--- src/rtl/cpu16_pkg.sv ---
package cpu16_pkg;

    parameter int unsigned WORD_W = 16;
    parameter int unsigned NREG   = 8;
    parameter int unsigned OPC_W  = 4;
    parameter int unsigned CC_W   = 3;

    localparam int unsigned RIDX_W = $clog2(NREG);

    typedef logic [WORD_W-1:0] word_t;
    typedef logic [RIDX_W-1:0] ridx_t;
    typedef logic [OPC_W-1:0]  opc_t;
    typedef logic [CC_W-1:0]   cc_t;

    localparam opc_t OP_BR   = 4'b0000;
    localparam opc_t OP_ADD  = 4'b0001;
    localparam opc_t OP_LD   = 4'b0010;
    localparam opc_t OP_ST   = 4'b0011;
    localparam opc_t OP_JSR  = 4'b0100;
    localparam opc_t OP_AND  = 4'b0101;
    localparam opc_t OP_LDR  = 4'b0110;
    localparam opc_t OP_STR  = 4'b0111;
    localparam opc_t OP_RSV8 = 4'b1000;
    localparam opc_t OP_NOT  = 4'b1001;
    localparam opc_t OP_LDI  = 4'b1010;
    localparam opc_t OP_STI  = 4'b1011;
    localparam opc_t OP_JMP  = 4'b1100;
    localparam opc_t OP_RSVD = 4'b1101;
    localparam opc_t OP_LEA  = 4'b1110;
    localparam opc_t OP_TRAP = 4'b1111;

    localparam ridx_t LINK_REG = ridx_t'(NREG - 1);
    localparam cc_t   CC_NEG   = 3'b100;
    localparam cc_t   CC_ZERO  = 3'b010;
    localparam cc_t   CC_POS   = 3'b001;
    localparam word_t PC_STEP  = word_t'(1);

    typedef enum logic [3:0] {
        PH_FETCH,
        PH_IFETCH,
        PH_DECODE,
        PH_EVAL,
        PH_OPER,
        PH_EXEC,
        PH_STORE,
        PH_HALT
    } phase_t;

    typedef struct packed {
        phase_t ph;
        word_t  pc;
        word_t  ir;
        word_t  mar;
        word_t  mdr;
        cc_t    cc;
        logic   ind;
    } core_t;

    function automatic word_t sext5(input logic [4:0] v);
        return {{(WORD_W-5){v[4]}}, v};
    endfunction

    function automatic word_t sext6(input logic [5:0] v);
        return {{(WORD_W-6){v[5]}}, v};
    endfunction

    function automatic word_t sext9(input logic [8:0] v);
        return {{(WORD_W-9){v[8]}}, v};
    endfunction

    function automatic word_t sext11(input logic [10:0] v);
        return {{(WORD_W-11){v[10]}}, v};
    endfunction

    function automatic word_t zext8(input logic [7:0] v);
        return {{(WORD_W-8){1'b0}}, v};
    endfunction

    function automatic cc_t cc_of(input word_t v);
        if (v[WORD_W-1])
            return CC_NEG;
        else if (v == '0)
            return CC_ZERO;
        else
            return CC_POS;
    endfunction

endpackage

--- src/rtl/cpu16_regfile.sv ---
module cpu16_regfile
    import cpu16_pkg::*;
(
    input  logic  clk,
    input  logic  rst,
    input  ridx_t ra_addr,
    output word_t ra_data,
    input  ridx_t rb_addr,
    output word_t rb_data,
    input  logic  wr_en,
    input  ridx_t wr_addr,
    input  word_t wr_data
);

    word_t regs_q [NREG];
    word_t regs_d [NREG];

    for (genvar g = 0; g < NREG; g++) begin : g_reg
        always_comb begin
            regs_d[g] = regs_q[g];
            if (wr_en && (wr_addr == ridx_t'(g)))
                regs_d[g] = wr_data;
        end

        always_ff @(posedge clk) begin
            if (rst)
                regs_q[g] <= '0;
            else
                regs_q[g] <= regs_d[g];
        end
    end

    assign ra_data = regs_q[ra_addr];
    assign rb_data = regs_q[rb_addr];

endmodule

--- src/rtl/cpu16_alu.sv ---
module cpu16_alu
    import cpu16_pkg::*;
(
    input  opc_t       opc,
    input  word_t      src_a,
    input  word_t      src_b,
    input  logic       use_imm,
    input  logic [4:0] imm5,
    output word_t      result
);

    word_t opnd;

    assign opnd = use_imm ? sext5(imm5) : src_b;

    always_comb begin
        case (opc)
            OP_ADD:  result = src_a + opnd;
            OP_AND:  result = src_a & opnd;
            OP_NOT:  result = ~src_a;
            default: result = src_a;
        endcase
    end

endmodule

--- src/rtl/cpu16_agen.sv ---
module cpu16_agen
    import cpu16_pkg::*;
(
    input  word_t ir,
    input  word_t pc,
    input  word_t base,
    output word_t ea
);

    always_comb begin
        case (ir[15:12])
            OP_LDR, OP_STR: ea = base + sext6(ir[5:0]);
            OP_JMP:         ea = base;
            OP_JSR:         ea = ir[11] ? (pc + sext11(ir[10:0])) : base;
            OP_TRAP:        ea = zext8(ir[7:0]);
            default:        ea = pc + sext9(ir[8:0]);
        endcase
    end

endmodule

--- src/rtl/cpu16_core.sv ---
module cpu16_core
    import cpu16_pkg::*;
#(
    parameter logic [WORD_W-1:0] RESET_PC = 16'h3000,
    parameter logic [7:0]        HALT_VEC = 8'h25
) (
    input  logic              clk,
    input  logic              rst,
    output logic              mem_req,
    output logic              mem_we,
    output logic [WORD_W-1:0] mem_addr,
    output logic [WORD_W-1:0] mem_wdata,
    input  logic [WORD_W-1:0] mem_rdata,
    input  logic              mem_rdy,
    output logic              halt
);

    core_t st_q;
    core_t st_d;

    opc_t  opc;
    ridx_t dst;
    ridx_t ra_addr;
    ridx_t rb_addr;
    word_t ra_data;
    word_t rb_data;
    word_t alu_y;
    word_t ea;
    logic  wr_en;
    ridx_t wr_addr;
    word_t wr_data;
    logic  store_src;

    assign opc       = st_q.ir[15:12];
    assign dst       = st_q.ir[11:9];
    assign store_src = (opc == OP_ST) || (opc == OP_STR) || (opc == OP_STI);
    assign ra_addr   = st_q.ir[8:6];
    assign rb_addr   = store_src ? st_q.ir[11:9] : st_q.ir[2:0];

    cpu16_regfile u_rf (
        .clk     (clk),
        .rst     (rst),
        .ra_addr (ra_addr),
        .ra_data (ra_data),
        .rb_addr (rb_addr),
        .rb_data (rb_data),
        .wr_en   (wr_en),
        .wr_addr (wr_addr),
        .wr_data (wr_data)
    );

    cpu16_alu u_alu (
        .opc     (opc),
        .src_a   (ra_data),
        .src_b   (rb_data),
        .use_imm (st_q.ir[5]),
        .imm5    (st_q.ir[4:0]),
        .result  (alu_y)
    );

    cpu16_agen u_agen (
        .ir   (st_q.ir),
        .pc   (st_q.pc),
        .base (ra_data),
        .ea   (ea)
    );

    always_comb begin
        st_d    = st_q;
        wr_en   = 1'b0;
        wr_addr = dst;
        wr_data = '0;

        case (st_q.ph)
            PH_FETCH: begin
                st_d.mar = st_q.pc;
                st_d.pc  = st_q.pc + PC_STEP;
                st_d.ph  = PH_IFETCH;
            end

            PH_IFETCH: begin
                if (mem_rdy) begin
                    st_d.mdr = mem_rdata;
                    st_d.ph  = PH_DECODE;
                end
            end

            PH_DECODE: begin
                st_d.ir = st_q.mdr;
                st_d.ph = PH_EVAL;
            end

            PH_EVAL: begin
                st_d.ph = PH_FETCH;
                case (opc)
                    OP_ADD, OP_AND, OP_NOT: begin
                        wr_en   = 1'b1;
                        wr_data = alu_y;
                        st_d.cc = cc_of(alu_y);
                    end
                    OP_BR: begin
                        if ((st_q.ir[11:9] & st_q.cc) != '0)
                            st_d.pc = ea;
                    end
                    OP_LEA: begin
                        wr_en   = 1'b1;
                        wr_data = ea;
                        st_d.cc = cc_of(ea);
                    end
                    OP_LD, OP_LDR, OP_LDI, OP_STI: begin
                        st_d.mar = ea;
                        st_d.ph  = PH_OPER;
                    end
                    OP_ST, OP_STR: begin
                        st_d.mar = ea;
                        st_d.mdr = rb_data;
                        st_d.ph  = PH_STORE;
                    end
                    OP_JMP: begin
                        st_d.pc = ea;
                    end
                    OP_JSR: begin
                        wr_en   = 1'b1;
                        wr_addr = LINK_REG;
                        wr_data = st_q.pc;
                        st_d.pc = ea;
                    end
                    OP_TRAP: begin
                        wr_en    = 1'b1;
                        wr_addr  = LINK_REG;
                        wr_data  = st_q.pc;
                        st_d.mar = ea;
                        st_d.ph  = PH_OPER;
                    end
                    OP_RSV8, OP_RSVD: begin
                        st_d.ph = PH_FETCH;
                    end
                    default: begin
                        st_d.ph = PH_FETCH;
                    end
                endcase
            end

            PH_OPER: begin
                if (mem_rdy) begin
                    st_d.mdr = mem_rdata;
                    st_d.ph  = PH_EXEC;
                end
            end

            PH_EXEC: begin
                st_d.ph = PH_FETCH;
                case (opc)
                    OP_LD, OP_LDR: begin
                        wr_en   = 1'b1;
                        wr_data = st_q.mdr;
                        st_d.cc = cc_of(st_q.mdr);
                    end
                    OP_LDI: begin
                        if (!st_q.ind) begin
                            st_d.mar = st_q.mdr;
                            st_d.ind = 1'b1;
                            st_d.ph  = PH_OPER;
                        end else begin
                            wr_en    = 1'b1;
                            wr_data  = st_q.mdr;
                            st_d.cc  = cc_of(st_q.mdr);
                            st_d.ind = 1'b0;
                        end
                    end
                    OP_STI: begin
                        st_d.mar = st_q.mdr;
                        st_d.mdr = rb_data;
                        st_d.ph  = PH_STORE;
                    end
                    OP_TRAP: begin
                        st_d.pc = st_q.mdr;
                        if (st_q.ir[7:0] == HALT_VEC)
                            st_d.ph = PH_HALT;
                    end
                    default: begin
                        st_d.ph = PH_FETCH;
                    end
                endcase
            end

            PH_STORE: begin
                if (mem_rdy)
                    st_d.ph = PH_FETCH;
            end

            PH_HALT: begin
                st_d.ph = PH_HALT;
            end

            default: begin
                st_d.ph = PH_FETCH;
            end
        endcase
    end

    always_ff @(posedge clk) begin
        if (rst) begin
            st_q.ph  <= PH_FETCH;
            st_q.pc  <= RESET_PC;
            st_q.ir  <= '0;
            st_q.mar <= '0;
            st_q.mdr <= '0;
            st_q.cc  <= CC_ZERO;
            st_q.ind <= 1'b0;
        end else begin
            st_q <= st_d;
        end
    end

    assign mem_req   = (st_q.ph == PH_IFETCH) || (st_q.ph == PH_OPER) || (st_q.ph == PH_STORE);
    assign mem_we    = (st_q.ph == PH_STORE);
    assign mem_addr  = st_q.mar;
    assign mem_wdata = st_q.mdr;
    assign halt      = (st_q.ph == PH_HALT);

endmodule

--- config.mk ---
export PLATFORM = sky130hd
export DESIGN_NAME = cpu16_core
export DESIGN_NICKNAME = d
export VERILOG_FILES = /design/src/rtl/cpu16_pkg.sv /design/src/rtl/cpu16_regfile.sv /design/src/rtl/cpu16_alu.sv /design/src/rtl/cpu16_agen.sv /design/src/rtl/cpu16_core.sv
export SDC_FILE = /design/constraint.sdc
export NUM_CORES = 1
export LEC_CHECK = 0
export BUFFER_PORTS_ARGS = -buffer_cell sky130_fd_sc_hd__buf_4
export CORE_MARGIN = 1.5
export CORE_UTILIZATION = 59
export CTS_BUF_LIST = sky130_fd_sc_hd__clkbuf_8
export CTS_CLUSTER_SIZE = 24
export DETAILED_ROUTE_END_ITERATION = 7
export PLACE_DENSITY_LB_ADDON = 0.3
export SLEW_MARGIN = 20
export SYNTH_ARGS = -nofsm -noshare
export SYNTH_HDL_FRONTEND = slang
export SYNTH_SLANG_ARGS = --single-unit
--- constraint.sdc ---
create_clock -name clk -period 5.5 [get_ports clk]
set_input_delay 1.1 -clock clk [delete_from_list [all_inputs] [get_ports clk]]
set_output_delay 1.1 -clock clk [all_outputs]
set_load 0.01 [all_outputs]
* After elaboration in Yosys (flattened, before gate mapping)
Memory sizes are Yosys's and may differ from the RTL's. A register that Yosys moved wholly into a read port is not among the register bits. Cells that the tools add are included.
Storage, ports and cells: logic and storage cells 188, bits of input ports 19, output and inout port bits 35, memories kept 1, bits in registers 72, memory bits (writable) 128
Memories:
- u_rf.regs_q | depth 8, bits a word 16, rd ports 2, clocked after Yosys merged registers in 1, write ports 8, RTL line cpu16_regfile.sv:15 | word_t regs_q [NREG];
Operators by class: reductions and logical operators 46, bitwise operators 11, add/subtract/negate cells 5, mux-type cells 67, equal/unequal tests 51
Operators by type and width (count):
- 16-bit 2-to-1 mux | 26
- 16-bit one-hot mux with 3 select lines | 5
- 16-bit one-hot mux with 2 select lines | 4
- 16-bit adder | 4
- 16-bit one-hot mux with 4 select lines | 1
- 16-bit zero test | 3
- 3-bit 2-to-1 mux | 11
- 4-bit by 3-bit equality test with 1-bit output, second input constant | 8
- 4-bit one-hot mux with 8 select lines | 1
- 4-bit equality test, second input constant | 6
- 3-bit one-hot mux with 2 select lines | 4
- 2-bit AND reduction | 9
- 16-bit by 1-bit adder with 16-bit output, second input constant | 1
- 16-bit bitwise AND | 1
- 4-bit by 2-bit equality test with 1-bit output, second input constant | 4
- 16-bit inverter | 1
- 4-bit AND reduction | 4
- 3-bit equality test, second input constant | 4
- 4-bit 2-to-1 mux | 3
- 2-bit OR reduction | 6
- 3-bit inequality test, second input constant | 3
- 3-bit one-hot mux with 3 select lines | 1
- 3-bit nonzero test | 3
- 4-bit by 1-bit equality test with 1-bit output, second input constant | 2
- other kinds (23) | 65

* Depth between registers and ports, before layout
Gate-level depths: netlist (run 1). An unclocked memory read counts as a cell.
word-level depth 13, mapped depth 21, mapped depth without buffers 19

* By module
A second synthesis (run 1) with hierarchy kept.
Unflattened totals: cells, all modules 1569, area total of the unflattened synthesis 15472.3 um^2
Modules (own cells, without submodules):
- cpu16_regfile | instances 1, cells an instance 431, area each 6912.9 um^2, sequential area each 3843.7 um^2
- cpu16_core | instances 1, cells an instance 578, area each 4712.0 um^2, sequential area each 1421.4 um^2
- cpu16_agen | instances 1, cells an instance 307, area each 2298.5 um^2, sequential area each 0.0 um^2
- cpu16_alu | instances 1, cells an instance 253, area each 1549.0 um^2, sequential area each 0.0 um^2

* Worst setup path before layout (run 1)
Ideal clock, no wire load.
kind register to register, start register opc[1] (netlist name), end register st_q[2] (netlist name), setup time 57 ps, stages on the path, launching flop included 22, buffers on the path 2, path slack 764 ps, data arrival time 4678 ps, period minus slack after synthesis 4736 ps, required time 5443 ps, path through dfxtp_1 -> buf_2 -> nand2_1 -> a21oi_1 -> mux2i_1 -> buf_2 -> mux4_2 -> mux2i_1 -> a21oi_1 -> ha_1 -> inv_1 -> fa_1 -> nand2b_1 -> a211oi_1 -> o21ba_1 -> xor2_1 -> a222oi_1 -> nand3_1 -> nor4b_2 -> nand4_1 -> o31ai_1 -> a21o_1
On the way: word-level cells in the longest chain between the ends 13, elaborated cells on any way between the ends 38, those cells by class add/sub (1); eq/ne (16); mux (11); bitwise (1); reduce/logical (8); memory (1)
Ends and longest elaborated chain:
- 4-bit by 2-bit equality test with 1-bit output or 4-bit by 3-bit equality test with 1-bit output (tied branches) | RTL line cpu16_core.sv:36, cpu16_agen.sv:11
- 1-bit logical OR (2 in series) | RTL line cpu16_core.sv:36 | assign store_src = (opc == OP_ST) || (opc == OP_STR) || (opc == OP_STI);
- 3-bit 2-to-1 mux | RTL line cpu16_core.sv:38 | assign rb_addr = store_src ? st_q.ir[11:9] : st_q.ir[2:0];
- memory 8 x 16 bit
- 16-bit 2-to-1 mux | RTL line cpu16_alu.sv:14 | assign opnd = use_imm ? sext5(imm5) : src_b;
- 16-bit adder or 16-bit bitwise AND (tied branches) | RTL line cpu16_alu.sv:18, cpu16_alu.sv:19
- 16-bit one-hot mux with 3 select lines | RTL line cpu16_alu.sv:17 | case (opc)
- 16-bit zero test | RTL line cpu16_pkg.sv:82 | else if (v == '0)
- 2-bit 2-to-1 mux | RTL line cpu16_pkg.sv:82
- 3-bit 2-to-1 mux | RTL line cpu16_pkg.sv:80 | if (v[WORD_W-1])
- 3-bit one-hot mux with 2 select lines | RTL line cpu16_core.sv:95 | case (opc)
- 3-bit one-hot mux with 2 select lines | RTL line cpu16_core.sv:74 | case (st_q.ph)
- end signal: assignment | RTL line cpu16_core.sv:212 | st_q <= st_d;
- end: declaration | RTL line cpu16_core.sv:18 | core_t st_q;
Several ways; a longest one is shown, not always the timed one. A chain may end at the register's enable or synchronous reset.

==> impl_results.md, run 1 <==
- Minimum clock period: 5.10 ns
- Synth Warn #: 0
- Synth Register Bits: 202
- Fraction of registers with async set/reset: 0%
- CP most frequent cell: buf_4
- Post-Syn Area: 14500 um^2
- Row cnt: 57
- Sw Pwr: 1.01 mW
- Fin. Hold Viols: 0
- CTS tree: done
- Commonest non-fill, non-tap cells in the layout: 239 x nor2_1, 137 x nand2_1, 128 x edfxtp_1, 122 x a21oi_1, 106 x buf_4
- Commonest non-fill, non-tap cell in the layout: nor2_1
- Worst-Skew Late Latency: 0.55 ns
- Static Leak: 6.05 nW
- Clock network fraction of total power: 40.3%
- Root buffer cell: clkbuf_8
- RSZ-0062 raised after global routing: no
- Initial antenna violation count: 0
- GPL Wtd Cong: 1.04
- Setup TNS: 0 ns
- Kind of critical path: reg2reg
- Finish-stage setup viols: 0
- Worst Tran Pin Value: 1.06 ns
- Combinational power share: 12.9%
- Core area: 24200 um^2
- Clock Skews: 0.0305 ns
- Buf+Inv Stages, Crit Path: 3
- CP Max Fanout: 10
- Critical Path RT: 5.76 ns
- Status: complete, no violations
- FF-to-FF path depth: 19
- Cts bufs inserted: 36
- Final Util: 65.7%
- CTS Sinks: 202
- P&R area growth vs syn: 9.83%
- Detailed Place HPWL: 34800 um
- DR WL/cell: 24.8 um
- Period utilization: 92.7%
- Mapped Cells: 1574
- Vias: 13285
- Clk slew on worst S/H paths: 0.06 ns
- Min-Delay Path Depth: 2
- Width of the die: 160 um
- Initial Utilization: 59.8%
- Grt ovf: 0
- Levels on crit path: 19
- Vias in the first global route: 12676
- Syn avg cell area: 9.22 um^2
- Die area: 25500 um^2
- Antenna-violating nets left: 0
- Switch share: 27.3%
- CP peak stage delay: 0.44 ns
- Worst setup EP type: flop
- Slew Viols, Final: 0
- Yosys cell types: 84
- Share of layout cells above drive strength 1: 15.3%
- Max-cap violation count: 0
- First-pass GRT wire length: 72800 um
- H-tree depth: 2
- WL final: 48300 um
- Port buffer count: 53
- Die height: 160 um
- Hold WC Path Type: reg2reg
- Max frequency: 196 MHz
- Vias per inst: 6.82
- Post-cts hold buffer count: 0
- Ports: 54
- Slowest CP cell: a21oi_2
- Pre-Repair DR Iteration Count: 7
- Number of synthesized flops with an enable pin: 128
- Share of total power in sequential cells: 46.8%
- Worst-path cell chain: nand2_1 -> a21oi_2 -> buf_4 -> mux2i_4 -> buf_4 -> buf_4 -> mux4_2 -> mux2i_1 -> a21oi_1 -> ha_1 -> a21o_1 -> or3_1 -> o21ba_1 -> a311oi_1 -> nor3_1 -> a221oi_1 -> a31oi_1 -> a21oi_2 -> nor2_1
- Slew margin rel.: 29.2%
- Worst Setup Start Kind: flop
- Power Density: 232 nW/um^2
- Iter 0 DRT Violations: 1786
- Crit path max-delay family: compound AO/OA/AOI/OAI gates
- Internal: 2.69 mW
- Post-synth top flop: edfxtp_1
- Largest net degree at the start of global routing: 83
- Drt drc: 0
- Final nets: 1673
- Worst path arrival time: 5.36 ns
- Max rail drop VDD: 316 uV
- Post-synthesis sequential area ratio: 36.7%
- Clk buf depth: 3
- GRT Total Usage: 37.2%
- Antenna Cells: 0
- Net count after synthesis: 1651
area by class of cell:
| type | instances | area, um^2 |
|---|---|---|
| multi-input cells | 1219 | 8490 |
| fillers | 2003 | 8320 |
| flip-flops and latches | 202 | 5330 |
| repair buffers | 108 | 836 |
| clock buffers | 41 | 564 |
| well taps | 324 | 405 |
| clock inverters | 25 | 201 |
| inverters | 29 | 109 |
Yosys cell counts, types with 22 or more instances:
master | count | share of area [%]
mux4_2 | 46 | 7.1
a211oi_1 | 28 | 1.4
mux2i_1 | 78 | 5.4
nor3_1 | 31 | 1.1
edfxtp_1 | 128 | 26
a21o_1 | 35 | 1.8
o21ai_0 | 51 | 1.8
a31oi_1 | 23 | 0.99
dfxtp_1 | 74 | 10
buf_4 | 38 | 2.0
a21oi_1 | 124 | 4.3
nand3_1 | 36 | 1.2
ha_1 | 55 | 4.7
clkbuf_1 | 61 | 1.6
and3_1 | 22 | 0.95
o21ai_1 | 36 | 1.2
nor2_1 | 240 | 6.2
nand2_1 | 137 | 3.5
metrics by stage:
stage / area (um^2) / worst slack [ns] / instances / power (mW) / hold slack [ns]
finish: 15900 / 0.404 / 1948 / 3.70 / 0.495
global route: 15900 / 0.118 / 1948 / 3.82 / 0.522
CTS: 15900 / 0.217 / 1940 / 3.69 / 0.493
detailed placement: 15100 / 0.296 / 1874 / 2.22 / 0.484
global placement: 15100 / 0.335 / 1874 / 2.21 / 0.480
floorplan: 14500 / 0.764 / 1574 / 2.07 / 0.469
logic make-up (layout without fill, tap and decap cells):
group           count (synthesis)  count (layout)  share of synthesized area [%]
compound gates                447             447                           20.6
fa+ha+maj                      58              58                           5.16
xor+xnor                       31              31                           1.87
simple gates                  551             551                           16.9
buf+inv                       153             203                           5.22
mux                           132             132                           13.6
flops                         202             202                           36.7
per-layer routing:
metal	wire length [um]	share of wire [%]	track usage (%)
met1	18300	38	47.3
met2	21900	45	59.7
met3	5020	10	6.91
met4	3120	6.5	21.6
met5	0	0	0
power by group through the flow:
stage	registers [mW]	logic [mW]	clock network, mW
after floorplan	1.73	0.348	0
after global placement	1.76	0.457	0
after detailed placement	1.76	0.463	0
after CTS	1.73	0.465	1.50
after global routing	1.74	0.511	1.57
final	1.73	0.475	1.49
state kept, by name, indices dropped and copies added, names as in the netlist, named ones only:
signal       cells
mem_wdata       16
st_q            29
dst              3
ra_addr          3
u_rf.regs_q    128
opc              4
mem_addr        16
worst reg2reg max path: stages (launching register included):
cell and delay (ns):
dfxtp_1 0.33, nand2_1 0.11, a21oi_2 0.23, buf_4 0.20, mux2i_4 0.27, buf_4 0.19, buf_4 0.20, mux4_2 0.31
mux2i_1 0.28, a21oi_1 0.17, ha_1 0.34, a21o_1 0.17, or3_1 0.33, o21ba_1 0.21, a311oi_1 0.27, nor3_1 0.07
a221oi_1 0.38, a31oi_1 0.18, a21oi_2 0.44, nor2_1 0.13
final timing paths:
kind                     start                 end  slack (ns)
setup / recovery        opc[0]  u_rf.regs_q[4][10]        0.40
hold / removal    mem_addr[14]        mem_addr[14]        0.50
setup reg to reg        opc[0]  u_rf.regs_q[4][10]        0.40
hold reg to reg   mem_addr[14]        mem_addr[14]        0.50
repair_timing:
item	4_1_cts	5_1_grt
gates resized for setup	0	2
setup endpoints to repair	0	26
setup buffers	0	8
No activity file was read; power rests on OpenSTA's default activity.
==> run 2: changes to the inputs <==
Settings changed: CORE_MARGIN 1.5 to 4.
==> run 2 against run 1 <==
Against the previous run:
- sequential share of layout area rose by 0.44 points
- non-clock buffer count fell by 9
- utilization fell by 0.86 points
- sequential cell count did not move
- largest power group unchanged
- routed wire length rose by 1.0%
- critical endpoint is now st_q[2]
- die area rose by 6.4%
- clock power fell by 13%
- critical path depth did not move
- power fell by 5.5%
- worst setup slack got worse by 0.095 ns
==> impl_results.md, run 2 (synthesis results as in run 1) <==
- Drt drc: 0
- Share of layout cells above drive strength 1: 14.4%
- Largest net degree at the start of global routing: 83
- Worst Setup Start Kind: flop
- Minimum clock period: 5.19 ns
- Clock Skews: 0.0311 ns
- Antenna-violating nets left: 0
- CTS tree: done
- P&R area growth vs syn: 8.39%
- H-tree depth: 2
- Pre-CTS setup slack: 0.0681 ns
- Fin. Hold Viols: 0
- Largest register by flop count: u_rf.regs_q
- Flop2flop setup slack: 0.31 ns
- Initial antenna violation count: 0
- Clk buf depth: 3
- Max frequency: 193 MHz
- Slew margin rel.: 30.4%
- Core area: 24200 um^2
- Die height: 165 um
- Hold WC Path Type: reg2reg
- Power Density: 222 nW/um^2
- Ports: 54
- Detailed Place HPWL: 35600 um
- Largest register FFs: 128
- Cts bufs inserted: 34
- GRT Total Usage: 35.8%
- Worst-path cell chain: nand2_1 -> a21oi_2 -> buf_4 -> mux2i_4 -> buf_6 -> mux4_2 -> mux2i_1 -> a21oi_1 -> ha_1 -> a21o_1 -> or3_1 -> o21ba_1 -> xor2_1 -> a222oi_1 -> nand3_1 -> nor4b_2 -> nand4_1 -> o31ai_1 -> a21o_1
- Row cnt: 57
- Commonest non-fill, non-tap cell in the layout: nor2_1
- Period utilization: 94.4%
- WL final: 48900 um
- Worst-Skew Late Latency: 0.55 ns
- Vias in the first global route: 12654
- Root buffer cell: clkbuf_8
- Slew Viols, Final: 0
- CTS Sinks: 202
- Clk slew on worst S/H paths: 0.06 ns
- CP most frequent cell: a21o_1
- Max rail drop VDD: 249 uV
- Dpl cells: 1872
- DR WL/cell: 25.3 um
- Initial Utilization: 59.8%
- CP peak stage delay: 0.45 ns
- Finish-stage setup viols: 0
- Kind of critical path: reg2reg
- Static Leak: 5.95 nW
- Critical Path RT: 5.99 ns
- CP Max Fanout: 22
- Worst path arrival time: 5.68 ns
- GPL Wtd Cong: 1.08
- Final nets: 1662
- Status: complete, no violations
- Max-cap violation count: 0
- Finished Layout Cells: 1932
- Grt ovf: 0
- Iter 0 DRT Violations: 2099
- Worst setup EP type: flop
- Slowest CP cell: a222oi_1
- RSZ-0062 raised after global routing: no
- First-pass GRT wire length: 74500 um
- Biggest regs: u_rf.regs_q x128, st_q x29
- Width of the die: 165 um
- Setup TNS: 0 ns
- Die area: 27200 um^2
- Vias: 13251
- Fin worst setup slack: 0.309 ns
- WHS: 0.489 ns
- Commonest non-fill, non-tap cells in the layout: 240 x nor2_1, 137 x nand2_1, 128 x edfxtp_1, 122 x a21oi_1, 96 x buf_4
- Vias per inst: 6.86
- Worst Tran Pin Value: 1.04 ns
- Pre-Repair DR Iteration Count: 6
- Port buffer count: 53
- Fillers: 2023
- Final Util: 64.8%
## run 2: cell count changes in the layout (fill, tap and decap cells not counted), sizes merged
cell	previous run	this run
buf	108	98
bufinv	3	1
clkbuf	41	37
clkinv	9	8
clkinvlp	2	0
diode	0	1
inv	40	42
## run 2: area by class of cell
cell class | count | area [um^2] | area share [%]
multi-input combinational | 1219 | 8480 | 54.0
inverter | 29 | 109 | 0.692
antenna | 1 | 2.50 | 0.0159
clock inverter | 22 | 135 | 0.859
timing repair buffer | 99 | 766 | 4.87
clock buffer | 36 | 495 | 3.15
tap | 324 | 405 | 2.58
sequential | 202 | 5330 | 33.9
## run 2: report_power, final
part	switching (mW)	internal, mW	total, mW
clock	0.628	0.658	1.29
combinational	0.287	0.188	0.475
sequential	0.0651	1.67	1.73
## run 2: repair_timing
action / CTS / global route
setup endpoints to repair: 1 / 66
resized for setup: 1 / 4
setup buffers: 0 / 1
gates cloned: 0 / 0
hold buffers: 0 / 0
hold endpoints to repair: 0 / 0
pin swaps: 0 / 0
## run 2: routing by layer
| metal | track usage [%] | wire length (um) |
|---|---|---|
| met4 | 17.5 | 2740 |
| met3 | 6.06 | 4720 |
| met5 | 0 | 0 |
| met1 | 46.5 | 18600 |
| met2 | 58.4 | 22800 |
## run 2: final timing paths
check            endpoint  depth (start not counted)    startpoint
max               st_q[2]                         19        opc[0]
min          mem_addr[14]                          2  mem_addr[14]
max reg2reg       st_q[2]                         19        opc[0]
min reg2reg  mem_addr[14]                          2  mem_addr[14]
## run 2: stage by stage
| step | power [mW] | area [um^2] |
|---|---|---|
| finish | 3.49 | 15700 |
| global route | 3.62 | 15700 |
| CTS | 3.49 | 15700 |
| detailed placement | 2.22 | 15100 |
| global placement | 2.22 | 15100 |
| floorplan | 2.07 | 14500 |
## run 2: critical path: cells and delay by family, from the launching register on
family          cells  cell delay (ns)
mux                 3             1.03
xor+xnor            1             0.14
compound gates      7             1.65
fa+ha+maj           1             0.32
flops               1             0.34
buf+inv             2             0.49
simple gates        5             1.15
==> run 3: changes to the inputs <==
Settings changed: REMOVE_ABC_BUFFERS set to 1.
==> run 3 against run 2 <==
Against the previous run:
- utilization grew 0.64 points
- clock power about the same
- die area unchanged
- sequential power hardly changed
- worst setup slack got worse by 0.017 ns
==> impl_results.md, run 3 (synthesis results as in run 1) <==
- Largest register FFs: 128
- Period utilization: 94.7%
- GPL Wtd Cong: 1.02
- Share of layout cells above drive strength 1: 15.2%
- DR WL/cell: 25.6 um
- Placed Area: 15200 um^2
- Reg2Reg Launch Point: opc[1]
- Clock network fraction of total power: 37.2%
- Row cnt: 57
- Final instance area: 15900 um^2
- R2R Path End: u_rf.regs_q[2][12]
- Root buffer cell: clkbuf_8
- Antenna-violating nets left: 0
- Kind of critical path: reg2reg
- Vias per inst: 6.97
- P&R area growth vs syn: 9.47%
- H-tree depth: 2
- Crit. Startpoint: opc[1]
- Biggest regs: u_rf.regs_q x128, st_q x29
- Largest net degree at the start of global routing: 69
- Final nets: 1678
- Slew margin rel.: 33.9%
- Die height: 165 um
- CP Max Fanout: 9
- Detailed Place HPWL: 36400 um
- Share of total power in sequential cells: 49.0%
- Clk slew on worst S/H paths: 0.06 ns
- Die area: 27200 um^2
- WHS: 0.491 ns
- Iter 0 DRT Violations: 2012
- FF-to-FF path depth: 17
- Worst Tran Pin Value: 0.988 ns
- Worst Setup Start Kind: flop
- Vias: 13600
- CTS Sinks: 202
- Commonest non-fill, non-tap cell in the layout: nor2_1
- CTS tree: done
- Total Power: 3.54 mW
- Minimum clock period: 5.21 ns
- Max rail drop VDD: 269 uV
- Sw Pwr: 1.02 mW
- Port buffer count: 53
- Slew Viols, Final: 0
- Critical Path RT: 5.78 ns
- Clk buf depth: 3
- Grt ovf: 0
- Worst setup EP type: flop
- First-pass GRT wire length: 75700 um
- Largest register by flop count: u_rf.regs_q
- Worst-Skew Late Latency: 0.56 ns
- WL final: 50000 um
- Static Leak: 6.05 nW
- Flop2flop setup slack: 0.29 ns
- GRT Total Usage: 36.5%
- Commonest non-fill, non-tap cells in the layout: 240 x nor2_1, 137 x nand2_1, 128 x edfxtp_1, 122 x a21oi_1, 109 x buf_4
- Cts bufs inserted: 36
- Initial antenna violation count: 0
- Min-Delay Path Depth: 2
- RSZ-0062 raised after global routing: no
- Initial Utilization: 59.8%
- Internal: 2.52 mW
- Fin. Hold Viols: 0
- Combinational power share: 13.8%
- Switch share: 28.8%
- Power Density: 223 nW/um^2
- Width of the die: 165 um
- Max frequency: 192 MHz
- Ports: 54
- Min-delay src: mem_addr[6]
- Post-cts hold buffer count: 0
- Drt drc: 0
- Clock Skews: 0.0419 ns
- Final Util: 65.5%
- Core area: 24200 um^2
- Vias in the first global route: 12995
- Antenna Cells: 0
- Worst path arrival time: 5.49 ns
- Max-cap violation count: 0
- Setup TNS: 0 ns
- Hold EP: mem_addr[6]
- Finish-stage setup viols: 0
- Pre-Repair DR Iteration Count: 6
- Hold WC Path Type: reg2reg
- Status: complete, no violations
-- run 3: cell types whose count changed in the layout (fill, tap and decap cells not counted) --
| cell | delta |
|---|---|
| buf_12 | +2 |
| buf_4 | +13 |
| bufinv_16 | -1 |
| clkbuf_8 | +2 |
| clkinv_2 | -1 |
| clkinv_8 | +1 |
| clkinvlp_4 | +2 |
| diode_2 | -1 |
| inv_1 | +3 |
| inv_6 | -1 |
| nor3_1 | +1 |
| nor3_2 | -1 |
-- run 3: area by class of cell --
type                       count  area, um^2
multi-input combinational   1219        8480
fill                        1996        8370
sequential                   202        5330
timing repair buffer         113         890
clock buffer                  39         537
tap                          324         405
clock inverter                25         134
inverter                      29         109
-- run 3: critical path: stages (launching register included) --
cell,delay (ns)
dfxtp_1,0.33
nand2_1,0.11
a21oi_2,0.22
mux2i_4,0.34
buf_4,0.26
buf_4,0.23
mux4_2,0.52
mux2i_1,0.23
buf_4,0.17
a21oi_1,0.14
ha_1,0.43
mux2_2,0.36
a222oi_1,0.33
o21ai_0,0.21
a221oi_1,0.44
nor2_1,0.10
a21oi_2,0.41
nor2_1,0.11
-- run 3: metrics by stage --
stage                     setup WS (ns)  std cells
after floorplan                   -1.90       1450
after global placement            0.191       1886
after detailed placement          0.228       1886
after CTS                         0.176       1950
after global routing             0.0566       1951
final                             0.293       1951
-- run 3: per-layer routing --
metal,track usage [%],up-vias,routed length (um)
li1,-,5987,-
met1,46.8,6461,18400
met2,60.1,952,23300
met3,6.29,200,5380
met4,18.1,0,2880
met5,0,-,0
-- run 3: power groups by stage --
stage	Clock, mW	Sequential [mW]	Combinational, mW
after floorplan	0	1.74	0.293
after global placement	0	1.76	0.467
after detailed placement	0	1.76	0.474
after CTS	1.33	1.73	0.477
after global routing	1.40	1.74	0.524
final	1.32	1.73	0.489
-- run 3: how the worst max path moves through the flow --
stage                          to  slack [ns]  depth (start not counted)
5_1_grt        u_rf.regs_q[4][12]        0.06                         14
3_5_place_dp    u_rf.regs_q[0][6]        0.23                         18
2_1_floorplan   u_rf.regs_q[0][8]       -1.90                         17
3_3_place_gp              st_q[2]        0.19                         20
4_1_cts                   st_q[2]        0.18                         20
6_report       u_rf.regs_q[2][12]        0.29                         17
-- run 3: what timing repair did --
| item | 4_1_cts | 5_1_grt |
|---|---|---|
| gates resized for setup | 0 | 3 |
| endpoints found under the hold margin | 0 | 0 |
| endpoints found under the setup margin | 0 | 70 |
| buffers inserted | 0 | 1 |
